**config.mk**
```make
export PLATFORM = sky130hd
export DESIGN_NAME = hazard_sb
export DESIGN_NICKNAME = d
export VERILOG_FILES = /design/src/rtl/hazard_sb.sv
export SDC_FILE = /design/constraint.sdc
export NUM_CORES = 1
export LEC_CHECK = 0
export ABC_CLOCK_PERIOD_IN_PS = 3000
export BUFFER_PORTS_ARGS = -buffer_cell sky130_fd_sc_hd__buf_2
export CORE_AREA = 2 2 39 41
export DETAILED_ROUTE_END_ITERATION = 7
export DIE_AREA = 0 0 41 43
export GPL_TIMING_DRIVEN = 0
export HOLD_SLACK_MARGIN = 0.12
export MAX_ROUTING_LAYER = met4
export PLACE_DENSITY = 0.68
export SLEW_MARGIN = 20
export SYNTH_ARGS = -nofsm -noshare
export SYNTH_HDL_FRONTEND = slang
export SYNTH_SLANG_ARGS = --single-unit
```
**constraint.sdc**
```tcl
create_clock -name clk -period 3 [get_ports clk]
set_clock_uncertainty 0.05 [all_clocks]
set_input_delay 0.3 -clock clk [delete_from_list [all_inputs] [get_ports clk]]
set_output_delay 0.3 -clock clk [all_outputs]
set_load 0.02 [all_outputs]
```
**src/rtl/hazard_sb.sv**
```systemverilog
module hazard_sb #(
  parameter int DEPTH = 1,
  parameter int IDX_W = 5
) (
  input  logic             clk,
  input  logic             rst,
  input  logic             ins_en,
  input  logic             ins_vld,
  input  logic [IDX_W-1:0] ins_idx,
  input  logic             rem_en,
  input  logic             qa_vld,
  input  logic [IDX_W-1:0] qa_idx,
  input  logic             qb_vld,
  input  logic [IDX_W-1:0] qb_idx,
  input  logic             qd_vld,
  input  logic [IDX_W-1:0] qd_idx,
  output logic             hit_a,
  output logic             hit_b,
  output logic             hit_d,
  output logic             stall,
  output logic             not_full
);
  localparam int PW = (DEPTH > 1) ? $clog2(DEPTH) : 1;
  localparam int CW = $clog2(DEPTH + 1);

  logic [PW-1:0]    head, tail;
  logic [CW-1:0]    count;
  logic [DEPTH-1:0] busy, ent_v, live, m_a, m_b, m_d;
  logic [IDX_W-1:0] ent_idx [DEPTH];
  logic             rem_ok, ins_ok;

  assign rem_ok   = rem_en && (count != '0);
  assign not_full = (count != CW'(DEPTH)) || rem_ok;
  assign ins_ok   = ins_en && not_full;

  always_comb begin
    int t;
    t = int'(head) + int'(count);
    if (t >= DEPTH) t = t - DEPTH;
    tail = t[PW-1:0];
  end

  for (genvar i = 0; i < DEPTH; i++) begin : g_slot
    assign live[i] = busy[i] && ent_v[i] && !(rem_ok && head == PW'(i));
    assign m_a[i]  = live[i] && ent_idx[i] == qa_idx;
    assign m_b[i]  = live[i] && ent_idx[i] == qb_idx;
    assign m_d[i]  = live[i] && ent_idx[i] == qd_idx;

    always_ff @(posedge clk) begin
      if (rst) begin
        busy[i]    <= 1'b0;
        ent_v[i]   <= 1'b0;
        ent_idx[i] <= '0;
      end else if (ins_ok && tail == PW'(i)) begin
        busy[i]    <= 1'b1;
        ent_v[i]   <= ins_vld;
        ent_idx[i] <= ins_idx;
      end else if (rem_ok && head == PW'(i)) begin
        busy[i]    <= 1'b0;
      end
    end
  end

  assign hit_a = qa_vld && (|m_a);
  assign hit_b = qb_vld && (|m_b);
  assign hit_d = qd_vld && (|m_d);
  assign stall = hit_a || hit_b || hit_d;

  always_ff @(posedge clk) begin
    if (rst) begin
      head  <= '0;
      count <= '0;
    end else begin
      if (rem_ok) head <= (head == PW'(DEPTH - 1)) ? '0 : head + PW'(1);
      count <= count + CW'(ins_ok) - CW'(rem_ok);
    end
  end
endmodule

```
Word-level counts from Yosys, hierarchy flattened:

Memory sizes are Yosys's and may differ from the RTL's.
Index checks and enable logic that the tools add are counted.

* output and inout bits: 5
* bits in read-only memories: 0
* flip-flop bits (word level): 4
* memories: 1
* latch bits: 0
* bits in writable memories: 5

Memories
* ent_idx: words 1, bits a word 5, read ports 1, clocked after memory_dff 0, write ports 1, RTL line 29 `logic [IDX_W-1:0] ent_idx [DEPTH];`

* shift-type cells: 0
* bitwise operators: 3
* divide/modulo/power cells: 0
* magnitude comparators: 1
* equal/unequal tests: 3
* reductions and logical operators: 18
* multiply operators: 0
* add/subtract/negate cells: 5
* mux-type cells: 11

Operators by type and width (count)
* 5-bit equality test: 3
* 1-bit logical AND: 12
* 1-bit 2-to-1 mux: 10
* 5-bit 2-to-1 mux: 1
* 5-bit OR reduction: 1
* 1-bit logical OR: 3
* 1-bit NOT: 3
* 1-bit by 1-bit adder with 2-bit output: 1
* 2-bit by 1-bit >= comparator with 1-bit output (second input constant): 1
* 2-bit nonzero test: 1
* 1-bit adder: 1
* 1-bit adder (second input constant): 1
* 1-bit logical NOT: 1
* 1-bit subtractor: 1
* 1-bit subtractor (second input constant): 1

Depth between registers and ports, before layout:

* depth after elaboration: 10
* depth in mapped cells: 4
* mapped depth without buffers: 4

Worst setup path after synthesis:

No wires, ideal clock.

* path type: register to output
* start: mem ent_idx[0][1]
* end: out stall
* data arrival time: 1688 ps
* buffers on the path: 0
* data required time: 2650 ps
* setup slack: 962 ps
* cell stages (with the launch flop): 5
* cell sequence: edfxtp_1 -> xnor2_1 -> nand4_1 -> nor4_1 -> or3_1

* word-level cells in the longest chain between the ends: 6
* elaborated cells on any way between the ends: 12

RTL lines
* start: declaration: RTL line 29
* memory 1 x 5 bit
* 5-bit equality test: RTL line 46 `assign m_b[i] = live[i] && ent_idx[i] == qb_idx;`
* 1-bit logical AND: RTL line 46
* 1-bit logical AND: RTL line 65 `assign hit_b = qb_vld && (|m_b);`
* named net hit_b: RTL line 18 `output logic hit_b,`
* 1-bit logical OR (2 in series): RTL line 67 `assign stall = hit_a || hit_b || hit_d;`
* end: declaration: RTL line 20 `output logic stall,`

The timed path passes the listed nets, and every way through them passes these cells.

Final worst setup path:

* start: mem ent_idx[0][1]
* end: out stall

* word-level cells in the longest chain between the ends: 6
* elaborated cells on any way between the ends: 12

RTL lines (RTL line)
* memory 1 x 5 bit (*)
* 5-bit equality test (on tied branches): 45, 46
* 1-bit logical AND (on tied branches): 45, 46
* 1-bit logical AND (on tied branches): 64, 65
* 1-bit logical OR: 67
* 1-bit logical OR (*): 67

Every way passes the cells marked *; elsewhere a longest branch is shown, timed or not.

==> results.cfg <==
[status]
outcome = complete, no violations

[synthesis]
syn_inst = 49
mappedNetlistNets = 77
synth_area_um2 = 487
async_flop_share_pct = 0
post_synth.cell_area_avg_um2 = 9.93
yosys.cell_types.count = 16
seq_area_frac_synth_pct = 43.2
yosys_warnings = 0
netlist.area_leader.share_pct = 30.8
synth-seq-cells = 8
synth_top_cell_by_area = edfxtp_1
synth.area.top_cells = edfxtp_1 31%, xnor2_1 16%, dfxtp_1 12%
synth_edf_count = 5
synthTopCellsByCount = 9 x xnor2_1, 6 x xor2_1, 5 x and2_1, 5 x edfxtp_1
ys.flop_type = edfxtp_1
synth_most_common_cell = xnor2_1

[power]
irDropWorstVdd_mv = 0.184
p_per_area_nw_per_um2 = 394
p_total_uw = 273
p_leak_uw = 0.000323

[worst_setup_path]
cp_slowest_cell = edfxtp_1
r2r-end = ent_idx[0][0]
r2r-start = count
worstPathCellList = xnor2_1 -> nand4_1 -> nor4_1 -> or3_1 -> buf_2
cp-start-kind = register
r2r_cells = 3
crit_arrival_ns = 1.56
cp_max_fo = 3
regToRegSetupSlack_ns = 1.86
endpoint_kind = output port
required_ns = 2.65
criticalPathCategory = register to output port
max_stage_delay_ns = 0.45

[sta]
fin_setup_tns_ns = 0
fmax_ghz = 0.522
drv_slew = 0
rsz0062_at_grt = false
fin_crit_sh_pct = 63.8
worst_slew_pin_slew_ns = 0.320
period_needed_ns = 1.91
maxSlewHeadroom_pct = 78.5
setup_viol = 0
finalHoldViolCount = 0

[clocking]
cts_tree = yes
clk_latency_ns = 0.25
cts.sinks = 8
cts_root_buf = clkbuf_4
clock_path_buffers = 2
cts_setup_buffers = 0
cts_resized = 0
clk_pin_slew_ns = 0.05
hold_buffers = 0
cts_buffers = 3
cts.htree.levels = 1

[route]
post-route-drc-count = 0
wl_per_cell_um = 9.48
ant_nets = 0
firstDrtPassIters = 3
first_iter_violations = 4
drt_wl_total_um = 957
vias = 460
vias_per_cell = 4.55

[die]
start_util_pct = 35.2
pin_count = 33
core.rowCount = 14
chipHeight_um = 43
coreArea_um2 = 1380
die-area_um2 = 1760
die_w_um = 41

[cells_and_area]
fin_cells = 101
nets = 114
num_antenna_cells = 0
area_growth_pct = 42.4
layout-drive-gt1-share_pct = 42.4

[global_route]
grt_pass1_vias = 376
grt_pass1_wl_um = 1260
grt_max_degree = 6
antenna_found_initial = 0
grt-ovfl-total = 0
grt_use_total_pct = 10.8

[placement]
gp_congestion = 0.745
dp_cells = 97
io_buffer_count = 32

[worst_hold_path]
hold_end = ent_v
min_path_cells = 2
hold_path_class = input port to register
holdCritStartpoint = rst

[flow_run]
drv_cap = 0
## cells in the final DEF, fill, tap and decap left out, types with 2 or more instances in the layout
master     n
buf_2     32
xnor2_1    9
xor2_1     6
and2_1     5
edfxtp_1   5
nand2_1    3
nand4_1    3
nor4_1     3
a21oi_1    3
dfxtp_1    3
clkbuf_4   3
nand2b_1   2
nor2_1     2
## logic make-up after synthesis
logic type                share of synthesized area [%]
AOI/OAI and AO/OA                                  3.08
xor gates and xnor gates                           27.0
buffers and inverters                             0.770
DFF                                                43.2
and+or+nand+nor                                    26.0
## critical path, delay by kind of cell, from the launching register on
| family | cells | cell delay [ns] |
|---|---|---|
| and+or+nand+nor | 3 | 0.52 |
| DFF | 1 | 0.45 |
| xor gates and xnor gates | 1 | 0.19 |
| buffers and inverters | 1 | 0.15 |
## metrics by stage
step	hold WS (ns)	utilization (%)	instance area (µm²)	worst slack [ns]
6_report	0.209	50.1	693	1.09
5_1_grt	0.214	50.1	693	0.915
4_1_cts	0.207	50.1	693	1.07
3_5_place_dp	0.414	48.2	667	1.34
3_3_place_gp	0.410	48.2	667	1.36
2_1_floorplan	0.319	-	487	0.962
## routing by layer
layer	vias up	routed length [µm]	part of all wire, %	global-route usage (%)
met2	26	449	47	17.5
met3	0	130	14	0.524
li1	244	-	-	-
met4	0	0	0	10.0
met5	-	0	0	-
met1	190	377	39	10.7
## flip-flops by register name, summed over array words and instances (netlist names)
name / cells
busy: 1
count: 1
ent_idx: 5
ent_v: 1
## area by class of cell
class	instances	area (µm²)
well taps	16	20.0
repair buffers	32	160
multi-input cells	40	273
flip-flops and latches	8	210
clock buffers	4	26.3
inverters	1	3.75
fillers	136	691
## power by group
group	switching (µW)	internal, µW	total, µW
Combinational	21.8	31.2	53.0
Sequential	7.92	126	134
Clock	35.7	50.8	86.5
Total	65.4	208	273
## how the worst max path moves through the flow
| stage | from | to | cells after the start |
|---|---|---|---|
| after floorplan | ent_idx[0][1] | stall | 4 |
| after global placement | ent_idx[0][4] | stall | 5 |
| after detailed placement | ent_idx[0][1] | stall | 5 |
| after CTS | ent_idx[0][1] | stall | 5 |
| after global routing | ent_idx[0][4] | stall | 5 |
| final | ent_idx[0][1] | stall | 5 |
Power figures use the tool's default switching activity.
